--- config.mk ---
export PLATFORM = sky130hd
export DESIGN_NAME = slv_port_arbiter
export DESIGN_NICKNAME = d
export VERILOG_FILES = /design/src/rtl/slv_arb_pkg.sv /design/src/rtl/slv_arb_fixed_pick.sv /design/src/rtl/slv_arb_rr_pick.sv /design/src/rtl/slv_arb_counter.sv /design/src/rtl/slv_port_arbiter.sv
export SDC_FILE = /design/constraint.sdc
export NUM_CORES = 1
export LEC_CHECK = 0
export CAP_MARGIN = 15
export CORE_MARGIN = 5
export CORE_UTILIZATION = 45
export CTS_CLUSTER_SIZE = 30
export DETAILED_ROUTE_END_ITERATION = 12
export GPL_ROUTABILITY_DRIVEN = 0
export GPL_TIMING_DRIVEN = 0
export PLACE_DENSITY = 0.68
export REMOVE_ABC_BUFFERS = 1
export SYNTH_ARGS = -nofsm -noshare
export SYNTH_HDL_FRONTEND = slang
export SYNTH_SLANG_ARGS = --single-unit
--- constraint.sdc ---
create_clock -name clk -period 12.4 [get_ports clk]
set_input_delay 2.48 -clock clk [delete_from_list [all_inputs] [get_ports clk]]
set_output_delay 2.48 -clock clk [all_outputs]
set_load 0.01 [all_outputs]
--- src/rtl/slv_arb_pkg.sv ---
package slv_arb_pkg;

    localparam logic [1:0] MODE_FIXED = 2'd1;
    localparam logic [1:0] MODE_RR    = 2'd2;

    function automatic int max2(input int a, input int b);
        return (a > b) ? a : b;
    endfunction

endpackage

--- src/rtl/slv_arb_fixed_pick.sv ---
module slv_arb_fixed_pick #(
    parameter int N  = 16,
    parameter int IW = $clog2(N)
) (
    input  logic [N-1:0]    elig,
    input  logic [N*IW-1:0] prio_list,
    output logic            valid,
    output logic [IW-1:0]   idx
);

    logic [IW-1:0] entry;

    always_comb begin
        valid = 1'b0;
        idx   = '0;
        entry = '0;
        for (int k = 0; k < N; k++) begin
            entry = prio_list[k*IW +: IW];
            if (!valid && int'(entry) < N && elig[entry]) begin
                valid = 1'b1;
                idx   = entry;
            end
        end
    end

endmodule

--- src/rtl/slv_arb_rr_pick.sv ---
module slv_arb_rr_pick #(
    parameter int N  = 16,
    parameter int IW = $clog2(N)
) (
    input  logic [N-1:0]  elig,
    input  logic [IW-1:0] last,
    output logic          valid,
    output logic [IW-1:0] idx
);

    always_comb begin
        valid = 1'b0;
        idx   = '0;
        for (int off = 1; off <= N; off++) begin
            if (!valid && elig[(int'(last) + off) % N]) begin
                valid = 1'b1;
                idx   = IW'((int'(last) + off) % N);
            end
        end
    end

endmodule

--- src/rtl/slv_arb_counter.sv ---
module slv_arb_counter #(
    parameter int LIMIT = 2,
    parameter int W     = 2
) (
    input  logic         clk,
    input  logic         rst_n,
    input  logic         inc,
    input  logic         dec,
    output logic [W-1:0] count,
    output logic         full,
    output logic         dec_empty
);

    logic [W-1:0] count_d, count_q;
    logic         do_inc, do_dec;

    always_comb begin
        dec_empty = dec && (count_q == '0);
        do_dec    = dec && (count_q != '0);
        do_inc    = inc && (count_q != {W{1'b1}});
        count_d   = count_q;
        if (do_inc && !do_dec) begin
            count_d = count_q + 1'b1;
        end else if (do_dec && !do_inc) begin
            count_d = count_q - 1'b1;
        end
    end

    always_ff @(posedge clk) begin
        if (!rst_n) begin
            count_q <= '0;
        end else begin
            count_q <= count_d;
        end
    end

    assign count = count_q;
    assign full  = (count_q >= W'(LIMIT));

endmodule

--- src/rtl/slv_port_arbiter.sv ---
module slv_port_arbiter
    import slv_arb_pkg::*;
#(
    parameter  int N        = 16,
    parameter  int RD_LIMIT = 2,
    parameter  int WR_LIMIT = 2,
    localparam int IW       = $clog2(N),
    localparam int CNT_W    = $clog2(max2(RD_LIMIT, WR_LIMIT) + 1)
) (
    input  logic              clk,
    input  logic              rst_n,
    input  logic [1:0]        mode,
    input  logic [N*IW-1:0]   prio_list,
    input  logic [N-1:0]      req,
    input  logic [N-1:0]      req_wr,
    input  logic              slave_busy,
    input  logic              rd_done,
    input  logic              wr_done,
    output logic [N-1:0]      gnt,
    output logic              gnt_is_wr,
    output logic [CNT_W-1:0]  rd_outstanding,
    output logic [CNT_W-1:0]  wr_outstanding,
    output logic              cpl_err
);

    typedef struct packed {
        logic [N-1:0]  gnt;
        logic          gnt_wr;
        logic [IW-1:0] last;
        logic          err;
    } arb_state_t;

    arb_state_t    st_d, st_q;

    logic [N-1:0]  elig;
    logic          rd_full, wr_full;
    logic          rd_bad, wr_bad;
    logic          fix_valid, rr_valid, sel_valid;
    logic [IW-1:0] fix_idx, rr_idx, sel_idx;
    logic          rd_inc, wr_inc;

    // Eligibility per master: request up, slave free, ceiling of its kind not reached
    for (genvar i = 0; i < N; i++) begin : g_elig
        assign elig[i] = req[i] && !slave_busy && (req_wr[i] ? !wr_full : !rd_full);
    end

    slv_arb_fixed_pick #(.N(N), .IW(IW)) u_fixed (
        .elig      (elig),
        .prio_list (prio_list),
        .valid     (fix_valid),
        .idx       (fix_idx)
    );

    slv_arb_rr_pick #(.N(N), .IW(IW)) u_rr (
        .elig  (elig),
        .last  (st_q.last),
        .valid (rr_valid),
        .idx   (rr_idx)
    );

    always_comb begin
        if (mode == MODE_RR) begin
            sel_valid = rr_valid;
            sel_idx   = rr_idx;
        end else begin
            sel_valid = fix_valid;
            sel_idx   = fix_idx;
        end
        rd_inc = sel_valid && !req_wr[sel_idx];
        wr_inc = sel_valid &&  req_wr[sel_idx];

        st_d        = st_q;
        st_d.gnt    = '0;
        st_d.gnt_wr = 1'b0;
        st_d.err    = rd_bad || wr_bad;
        if (sel_valid) begin
            st_d.gnt[sel_idx] = 1'b1;
            st_d.gnt_wr       = req_wr[sel_idx];
            st_d.last         = sel_idx;
        end
    end

    always_ff @(posedge clk) begin
        if (!rst_n) begin
            st_q.gnt    <= '0;
            st_q.gnt_wr <= 1'b0;
            st_q.last   <= IW'(N - 1);
            st_q.err    <= 1'b0;
        end else begin
            st_q <= st_d;
        end
    end

    slv_arb_counter #(.LIMIT(RD_LIMIT), .W(CNT_W)) u_rd_cnt (
        .clk       (clk),
        .rst_n     (rst_n),
        .inc       (rd_inc),
        .dec       (rd_done),
        .count     (rd_outstanding),
        .full      (rd_full),
        .dec_empty (rd_bad)
    );

    slv_arb_counter #(.LIMIT(WR_LIMIT), .W(CNT_W)) u_wr_cnt (
        .clk       (clk),
        .rst_n     (rst_n),
        .inc       (wr_inc),
        .dec       (wr_done),
        .count     (wr_outstanding),
        .full      (wr_full),
        .dec_empty (wr_bad)
    );

    assign gnt       = st_q.gnt;
    assign gnt_is_wr = st_q.gnt_wr;
    assign cpl_err   = st_q.err;

endmodule

Word-level counts from Yosys, hierarchy flattened

Cells that the tools add are included.

Register bits: 26
Input bits: 103
Output and inout port bits: 22
Word-level logic and storage cells: 388

$add $sub $neg: 20
Order comparisons: 36
Equality and inequality tests: 3
Mux-type cells: 170
Bitwise operators: 16
Reduce and logical (&&, ||, !) cells: 137

Operators with widths:

| kind                                                 | number |
|---|---|
| binary-select mux 1 bit (select 4 bit)               | 33 |
| two-way mux 4 bit                                    | 33 |
| two-way mux 1 bit                                    | 99 |
| < comparator 5 x 6 -> 1 bit (second input constant)  | 16 |
| < comparator 4 x 5 -> 1 bit (second input constant)  | 17 |
| logical AND 1 bit                                    | 75 |
| OR reduction 4 bit                                   | 16 |
| logical NOT 1 bit                                    | 38 |
| adder 4 bit (second input constant)                  | 8 |
| adder 4 x 3 -> 4 bit (second input constant)         | 4 |
| bitwise AND 1 bit (first input constant)             | 16 |
| adder 4 x 1 -> 4 bit (second input constant)         | 2 |
| adder 4 x 2 -> 4 bit (second input constant)         | 2 |
| two-way mux 2 bit                                    | 4 |
| nonzero test 2 bit                                   | 4 |
| adder 2 x 1 -> 2 bit (second input constant)         | 2 |
| demux 1 bit (select 4 bit)                           | 1 |
| >= comparator 2 bit (second input constant)          | 2 |
| >= comparator 4 x 1 -> 1 bit (second input constant) | 1 |
| logical NOT 2 bit                                    | 2 |
| != test 2 bit (second input constant)                | 2 |
| subtractor 2 x 1 -> 2 bit (second input constant)    | 2 |
| == test 2 bit (second input constant)                | 1 |
| AND reduction 2 bit                                  | 1 |
| logical OR 1 bit                                     | 1 |

Logic depth before layout (Yosys ltp)

Gate-level depths: netlist of run 1.

Depth in word-level cells: 63
Mapped depth: 26
Gate-level depth less buffers: 21

Hierarchy

Synthesis of run 1 repeated with hierarchy kept, for this count alone.

Cells, all modules: 811
Area total of the unflattened synthesis: 7324.5 sq um

By module, submodules not included:

| module             | times used | cells each | area each (sq um) | sequential area each (sq um) |
|---|---|---|---|---|
| slv_arb_fixed_pick | 1          | 328        | 3125.5            | 0.0 |
| slv_arb_rr_pick    | 1          | 294        | 2531.2            | 0.0 |
| slv_port_arbiter   | 1          | 163        | 1430.1            | 440.4 |
| slv_arb_counter    | 2          | 13         | 118.9             | 40.0 |

Least setup slack after synthesis of run 1

Ideal clock, no wire load.

Kind: input to register
Start: input port slave_busy
End: register u_wr_cnt.count_q[1], in the netlist u_wr_cnt.count[1]
Library setup time: 0.070 ns
Arrival: 7.112 ns
Required time: 12.330 ns
Setup slack: 5.218 ns
Stages on the path: 22
Buffers on the path: 4
Path through: buf_2 buf_2 nand2b_1 nand2b_1 o41ai_1 or4_4 nor3_4 nand4_4 or4_1 buf_6 o31ai_4 a211o_1 and3_4 nand2_2 buf_6 mux2i_1 and3_1 o41ai_2 and3_1 ha_1 or3_1 a21oi_1

Word-level cells in the longest chain between the ends: 60
Elaborated cells on any way between the ends: 248
Those cells by class: 149 x mux; 99 x reduce/logical

RTL lines:

| element                                               | line                   | source |
|---|---|---|
| start, declared                                       | slv_port_arbiter.sv:16 | `input logic slave_busy,` |
| logical NOT 1 bit *                                   | slv_port_arbiter.sv:44 | `assign elig[i] = req[i] && !slave_busy && (req_wr[i] ? !wr_full : !rd_full);` |
| logical AND 1 bit (2 in series)                       | slv_port_arbiter.sv:44 |  |
| binary-select mux 1 bit (select 4 bit)                | slv_arb_rr_pick.sv:15  | `if (!valid && elig[(int'(last) + off) % N]) begin` |
| two-way mux 1 bit (implied by the code) (2 in series) | slv_arb_rr_pick.sv:15  |  |
| two-way mux 1 bit                                     | slv_arb_rr_pick.sv:15  |  |
| logical NOT 1 bit                                     | slv_arb_rr_pick.sv:15  |  |
| logical AND 1 bit                                     | slv_arb_rr_pick.sv:15  |  |
| two-way mux 1 bit                                     | slv_arb_rr_pick.sv:15  |  |
| (+42 left out)                                        | n/a                    |  |
| two-way mux 4 bit                                     | slv_port_arbiter.sv:62 | `if (mode == MODE_RR) begin` |
| binary-select mux 1 bit (select 4 bit)                | slv_port_arbiter.sv:70 | `wr_inc = sel_valid && req_wr[sel_idx];` |
| two-way mux 1 bit (implied by the code)               | slv_port_arbiter.sv:70 |  |
| logical AND 1 bit *                                   | slv_port_arbiter.sv:70 |  |
| logical AND 1 bit *                                   | slv_arb_counter.sv:20  | `do_inc = inc && (count_q != {W{1'b1}});` |
| logical NOT 1 bit                                     | slv_arb_counter.sv:24  | `end else if (do_dec && !do_inc) begin` |
| logical AND 1 bit                                     | slv_arb_counter.sv:24  |  |
| nonzero test 2 bit (no line)                          | n/a                    |  |
| end signal, assigned                                  | slv_arb_counter.sv:33  | `count_q <= count_d;` |
| end, declared                                         | slv_arb_counter.sv:14  | `logic [W-1:0] count_d, count_q;` |

Every way passes the cells marked *; elsewhere a longest branch is shown, timed or not. The select of a mux whose other input is x is not followed.
A chain may end at the register's enable or synchronous reset.

Worst setup path after layout of run 1

Start: input port req_wr[6]
End: register u_rd_cnt.count_q[1], in the netlist u_rd_cnt.count[1]

Word-level cells in the longest chain between the ends: 60
Elaborated cells on any way between the ends: 218
Those cells by class: 150 x mux; 68 x reduce/logical

RTL lines:

| element                                               | line                   | source |
|---|---|---|
| start, declared                                       | slv_port_arbiter.sv:15 | `input logic [N-1:0] req_wr,` |
| two-way mux 1 bit                                     | slv_port_arbiter.sv:44 |  |
| logical AND 1 bit                                     | slv_port_arbiter.sv:44 |  |
| binary-select mux 1 bit (select 4 bit)                | slv_arb_rr_pick.sv:15  |  |
| two-way mux 1 bit (implied by the code) (2 in series) | slv_arb_rr_pick.sv:15  |  |
| two-way mux 1 bit                                     | slv_arb_rr_pick.sv:15  |  |
| logical NOT 1 bit                                     | slv_arb_rr_pick.sv:15  |  |
| logical AND 1 bit                                     | slv_arb_rr_pick.sv:15  |  |
| two-way mux 1 bit                                     | slv_arb_rr_pick.sv:15  |  |
| (+43 left out)                                        | n/a                    |  |
| binary-select mux 1 bit (select 4 bit)                | slv_port_arbiter.sv:69 | `rd_inc = sel_valid && !req_wr[sel_idx];` |
| two-way mux 1 bit (implied by the code)               | slv_port_arbiter.sv:69 |  |
| logical NOT 1 bit                                     | slv_port_arbiter.sv:69 |  |
| logical AND 1 bit *                                   | slv_port_arbiter.sv:69 |  |
| logical AND 1 bit *                                   | slv_arb_counter.sv:20  |  |
| logical NOT 1 bit                                     | slv_arb_counter.sv:24  |  |
| logical AND 1 bit                                     | slv_arb_counter.sv:24  |  |
| nonzero test 2 bit (no line)                          | n/a                    |  |
| end signal, assigned                                  | slv_arb_counter.sv:33  |  |
| end, declared                                         | slv_arb_counter.sv:14  |  |

Marked as above.

==> impl_metrics.env, run 1 <==
export IMPL_cts_setup_buffers=0
export IMPL_status="finished clean"
export IMPL_setup_tns_final_ps=0
export IMPL_fin_crit_sh_pct=70.12
export IMPL_syn_avg_cell_area_um2=7.152
export IMPL_drt_iter0_markers=1683
export IMPL_die_h_um=144.8
export IMPL_crit_type="input port to flop"
export IMPL_drive_gt1_share_pct=9.488
export IMPL_synth_edf_count=0
export IMPL_insertion_delay_ps=260
export IMPL_grt_pass1_wl_mm=51.81
export IMPL_cts_buffers=3
export IMPL_register_area_um2=520.5
export IMPL_drv_slew=0
export IMPL_hp_class="flop to flop"
export IMPL_die_w_um=144.8
export IMPL_hold_path_depth=2
export IMPL_timing_hold_violations_final=0
export IMPL_grt_max_degree=58
export IMPL_multi_input_area_um2=6999
export IMPL_vias_per_cell=7.224
export IMPL_crit_arrival_ps=8890
export IMPL_min_period_ps=8695
export IMPL_wl_mm=34.90
export IMPL_dieArea_um2=20980
export IMPL_htreeDepth=1
export IMPL_clock_sinks=26
export IMPL_drc=0
export IMPL_p_switching_uw=1146
export IMPL_rsz0062_at_grt="false"
export IMPL_gr_total_overflow=0
export IMPL_dpl_hpwl_mm=26.45
export IMPL_num_antenna_cells=0
export IMPL_p_comb_share_pct=87.2
export IMPL_relSlewSlack_pct=17.48
export IMPL_cts_buffer_depth=2
export IMPL_internal_power_uw=834.8
export IMPL_postPlaceCellArea_um2=9289
export IMPL_maxCapViolCount=0
export IMPL_p_sw_share_pct=57.85
export IMPL_port_buffers=124
export IMPL_synth_top_area_share_pct=6.362
export IMPL_synth_seq_area_share_pct=6.362
export IMPL_nets=1304
export IMPL_wl_per_cell_um=24.58
export IMPL_ir_worst_vdd_v=0.0001780
export IMPL_clk_pin_slew_ps=60
export IMPL_cts_tree="built"
export IMPL_p_leak_uw=0.003256
export IMPL_grt_pass1_vias=8913
export IMPL_path_max_fanout=12
export IMPL_vias=10260
export IMPL_crit_required_ps=12590
export IMPL_ys_warn_count=0
export IMPL_synth_ff_type="dfxtp_1"
export IMPL_setup_viol_count_final=0
export IMPL_syn_cell_area_um2=8182
export IMPL_coreArea_um2=17960
export IMPL_ys_ff_latch=26
export IMPL_num_fill_cells=1757
export IMPL_clkPwrFrac_pct=4.7
export IMPL_clock_skew_ps=2.352
export IMPL_synthCells=1144
export IMPL_final_area_um2=9477
export IMPL_synth_area_leaders="dfxtp_1, mux4_2, nand2_1"
export IMPL_worstRegToRegCells=19
export IMPL_ys_types=112
export IMPL_final_antenna_net_count=0
export IMPL_synthArstFlopShare_pct=0
export IMPL_start_util_pct=45.55
export IMPL_reg2reg_slack_ps=5030
export IMPL_antenna_found_initial=0
export IMPL_boundaryPins=125
export IMPL_num_rows=49
export IMPL_cp_end_kind="flop"
export IMPL_max_freq_mhz=115.0
export IMPL_hold_buffers=0
export IMPL_worstSetupStartpointType="input port"
export IMPL_tightest_slew_ps=1203
export IMPL_area_growth_pct=15.83
export IMPL_cts_resized=0
export IMPL_clockRootBuffer="clkbuf_16"
export IMPL_grt_total_usage_pct=31.19
export IMPL_dr_pass1_iters=6
export IMPL_pwr_share_seq_pct=8.1
export IMPL_powerDensity_nw_per_um2=209.0
export IMPL_yosys_area_top_type="dfxtp_1"
[state kept, by name, summed over array words and instances (netlist names)]
register        cells
u_rd_cnt.count      2
gnt_is_wr           1
st_q                4
u_wr_cnt.count      2
cpl_err             1
gnt                16
[power by group through the flow]
| stage | logic (uW) | clock network [uW] | registers, uW |
|---|---|---|---|
| 2_1_floorplan | 1150 | 0 | 173 |
| 3_3_place_gp | 1580 | 0 | 187 |
| 3_5_place_dp | 1620 | 0 | 178 |
| 4_1_cts | 1630 | 93.7 | 178 |
| 5_1_grt | 1840 | 97.8 | 164 |
| 6_report | 1730 | 93.2 | 160 |
[routing by layer]
metal | global-route usage, % | share of wire [%] | wire, um | vias up
li1 | - | - | - | 4568
met1 | 44.25 | 39 | 13640 | 4687
met2 | 45.05 | 41 | 14440 | 870
met3 | 8.413 | 15 | 5328 | 133
met4 | 11.54 | 4.3 | 1486 | 0
met5 | 0 | 0 | 0 | -
[cell usage after synthesis (all sizes together), types with 15 or more instances]
| cell type | instances |
|---|---|
| a31oi | 15 |
| nor3 | 53 |
| and3 | 16 |
| dfxtp | 26 |
| nor2 | 89 |
| nand4 | 22 |
| clkbuf | 43 |
| and2 | 26 |
| a21oi | 47 |
| nand2b | 32 |
| o21ai | 44 |
| mux2 | 23 |
| inv | 38 |
| o211ai | 20 |
| a2111oi | 19 |
| o22ai | 28 |
| nand2 | 107 |
| buf | 50 |
| mux2i | 30 |
| nor2b | 27 |
| or3 | 17 |
| nand3 | 63 |
| mux4 | 23 |
[worst paths after layout]
kind,startpoint,endpoint
setup / recovery,req_wr[6],u_rd_cnt.count[1]
hold / removal,u_wr_cnt.count[0],u_wr_cnt.count[0]
setup reg to reg,st_q[2],u_wr_cnt.count[1]
hold reg to reg,u_wr_cnt.count[0],u_wr_cnt.count[0]
[stage by stage]
step	power (uW)	cells	worst slack, ps	hold WS (ps)	util, %
after floorplan	1322	1051	5057	619.7	-
after global placement	1771	1404	1561	614.3	51.18
after detailed placement	1797	1411	3602	625.3	51.71
after CTS	1902	1415	3859	642.8	52.30
after global routing	2102	1420	3591	692.6	52.75
final	1980	1420	3705	644.8	52.75
[cell type report]
class	instances	area share [%]
Clock inverter	1	0.3169
Sequential cell	26	5.492
Inverter	40	1.584
Timing Repair Buffer	136	14.93
Clock buffer	3	0.7922
Tap cell	229	3.024
Multi-Input combinational cell	985	73.86
[critical path: stages]
cell,delay [ps]
clkdlybuf4s50_1,500
mux2i_2,840
nand2_1,580
mux4_2,570
o311ai_0,470
a21oi_1,260
o21ai_0,310
nand4_1,170
a211o_1,300
a31o_2,260
nand2_2,260
mux2_2,380
nor3b_1,230
o41ai_2,140
a221oi_2,300
ha_1,310
or3_1,370
a21oi_1,140
[layout by cell type, fill, tap and decap left out, types with 14 or more instances in the layout]
cell type	n
clkdlybuf4s50_1	123
nand2_1	106
nor2_1	88
nand3_1	62
nor3_1	51
a21oi_1	47
o21ai_0	40
inv_1	38
nand2b_1	32
o22ai_1	28
nor2b_1	27
dfxtp_1	26
and2_1	24
mux4_2	23
mux2i_1	22
nand4_1	21
o211ai_1	19
mux2_2	18
or3_1	17
a2111oi_0	16
and3_1	15
a31oi_1	14
[logic make-up (layout without fill, tap and decap cells)]
| kind of cell | count (synthesis) | after routing | share of synthesized area (%) |
|---|---|---|---|
| xor gates and xnor gates | 20 | 20 | 2.141 |
| muxes | 76 | 76 | 13.99 |
| buffers and inverters | 133 | 180 | 8.136 |
| adders and majority gates | 9 | 9 | 1.376 |
| DFF | 26 | 26 | 6.362 |
| and+or+nand+nor | 534 | 534 | 35.71 |
| AOI/OAI and AO/OA | 346 | 346 | 32.28 |
Note: power is estimated with default switching activity, not from simulation.
==> inputs of run 2 (changes only) <==
==> constraint.sdc (replaced) <==
create_clock -name clk -period 9.1 [get_ports clk]
set_input_delay 1.82 -clock clk [delete_from_list [all_inputs] [get_ports clk]]
set_output_delay 1.82 -clock clk [all_outputs]
set_load 0.01 [all_outputs]
==> impl_metrics.env, run 2 (synthesis gave the netlist of run 1 again) <==
export IMPL_area_growth_pct=15.83
export IMPL_holdCritStartpoint="u_rd_cnt.count[0]"
export IMPL_num_antenna_cells=0
export IMPL_grt_pass1_vias=8905
export IMPL_timing_rr_end="u_wr_cnt.count[1]"
export IMPL_coreArea_um2=17960
export IMPL_antenna_found_initial=0
export IMPL_boundaryPins=125
export IMPL_drive_gt1_share_pct=9.488
export IMPL_final_common_cell="clkdlybuf4s50_1"
export IMPL_reg_largest_list="gnt (16), st_q (4)"
export IMPL_path_max_fanout=12
export IMPL_reg2reg_slack_ps=1680
export IMPL_crit_required_ps=9300
export IMPL_setup_tns_final_ps=0
export IMPL_hold_buffers=0
export IMPL_critPathBufInv=1
export IMPL_cts_resized=0
export IMPL_timing_hold_violations_final=0
export IMPL_dp_worst_setup_slack_ps=961.7
export IMPL_p_leak_uw=0.003256
export IMPL_maxCapViolCount=0
export IMPL_nets=1304
export IMPL_fin_crit_sh_pct=88.26
export IMPL_final_cells=1420
export IMPL_clock_sinks=26
export IMPL_rsz0062_at_grt="false"
export IMPL_cpPeakStageDelay_ps=860
export IMPL_die_w_um=144.8
export IMPL_cp_end_kind="flop"
export IMPL_worstSetupStartpointType="input port"
export IMPL_clk_pin_slew_ps=70
export IMPL_wl_mm=34.96
export IMPL_insertion_delay_ps=260
export IMPL_rr_startpoint="st_q[2]"
export IMPL_ir_worst_vdd_v=0.0002434
export IMPL_dp_cells=1411
export IMPL_hold_path_depth=2
export IMPL_dr_pass1_iters=6
export IMPL_cts_buffer_depth=2
export IMPL_status="finished clean"
export IMPL_powerDensity_nw_per_um2=285.2
export IMPL_min_period_ps=8032
export IMPL_hp_class="flop to flop"
export IMPL_final_antenna_net_count=0
export IMPL_grt_max_degree=58
export IMPL_num_rows=49
export IMPL_dpl_hpwl_mm=26.45
export IMPL_worstRegToRegCells=19
export IMPL_layout_common_cells="clkdlybuf4s50_1, nand2_1, nor2_1"
export IMPL_vias_per_cell=7.241
export IMPL_setup_viol_count_final=0
export IMPL_cts_buffers=3
export IMPL_crit_family="compound AO/OA/AOI/OAI gates"
export IMPL_dieArea_um2=20980
export IMPL_drt_iter0_markers=1879
export IMPL_gr_total_overflow=0
export IMPL_crit_arrival_ps=8230
export IMPL_wl_per_cell_um=24.62
export IMPL_grt_pass1_wl_mm=51.73
export IMPL_max_freq_mhz=124.5
export IMPL_top_register="gnt"
export IMPL_relSlewSlack_pct=22.07
export IMPL_die_h_um=144.8
export IMPL_vias=10280
export IMPL_crit_path_frequent_cell="a21oi_1"
export IMPL_crit_type="input port to flop"
export IMPL_cp_slowest_cell="mux2i_2"
export IMPL_drc=0
export IMPL_fin_hold_ws_ps=646.8
export IMPL_clock_skew_ps=3.772
export IMPL_tightest_slew_ps=1136
export IMPL_drv_slew=0
export IMPL_grt_total_usage_pct=31.12
export IMPL_cts_tree="built"
export IMPL_fin_ws_ps=1068
export IMPL_path_cells="clkdlybuf4s50_1, mux2i_2, nand2_1, mux4_2, o311ai_0, a21oi_1, o21ai_0, nand4_1, a211o_1, a31o_2, nand2_2, mux2_2, nor3b_1, o41ai_2, a221oi_2, ha_1, or3_1, a21oi_1"
export IMPL_port_buffers=124
export IMPL_clockRootBuffer="clkbuf_16"
export IMPL_htreeDepth=1
export IMPL_start_util_pct=45.55
export IMPL_holdPathEnd="u_rd_cnt.count[0]"
export IMPL_cts_setup_buffers=0
export IMPL_largest_register_ffs=16
## run 2: cell counts in the layout (fill, tap and decap cells not counted)
Identical to the previous run, type by type.
## run 2: how the worst max path moves through the flow
stage,start,endpoint,slack [ps],depth (start not counted)
floorplan,req_wr[1],u_rd_cnt.count[1],2420,17
global placement,slave_busy,u_rd_cnt.count[1],-1080,18
detailed placement,req_wr[9],u_wr_cnt.count[1],960,19
CTS,st_q[2],u_wr_cnt.count[1],1100,19
global route,req_wr[4],u_rd_cnt.count[1],950,19
finish,req_wr[6],u_rd_cnt.count[1],1070,18
## run 2: worst reg2reg max path: cells and delay by family (launching register included)
kind / cells / cell delay, ps
AOI/OAI and AO/OA: 7 / 1890
adders and majority gates: 2 / 1080
buffers and inverters: 1 / 630
DFF: 1 / 740
muxes: 1 / 540
and+or+nand+nor: 8 / 2510
## run 2: final cells by class
class	instances	area [um^2]
Fill cell	1757	8487
Multi-Input combinational cell	985	6999
Timing Repair Buffer	136	1415
Sequential cell	26	520.5
Tap cell	229	286.5
Inverter	40	150.1
Clock buffer	3	75.07
Clock inverter	1	30.03
## run 2: where the power goes
part	internal [uW]	switching [uW]
logic	903	1450
clock network	87.5	39.5
registers	147	71.9
## run 2: metrics by stage
stage	utilization, %	instance area [um^2]	power (uW)
2_1_floorplan	-	7666	1802
3_3_place_gp	51.18	9194	2414
3_5_place_dp	51.71	9289	2449
4_1_cts	52.30	9394	2592
5_1_grt	52.75	9477	2864
6_report	52.75	9477	2703
## run 2: metal layers
layer | global-route usage, % | up-vias | wire length [um]
met2 | 45.05 | 845 | 14430
met3 | 7.920 | 144 | 5227
met1 | 44.51 | 4734 | 13730
li1 | - | 4559 | -
met5 | 0 | - | 0
met4 | 11.09 | 0 | 1573
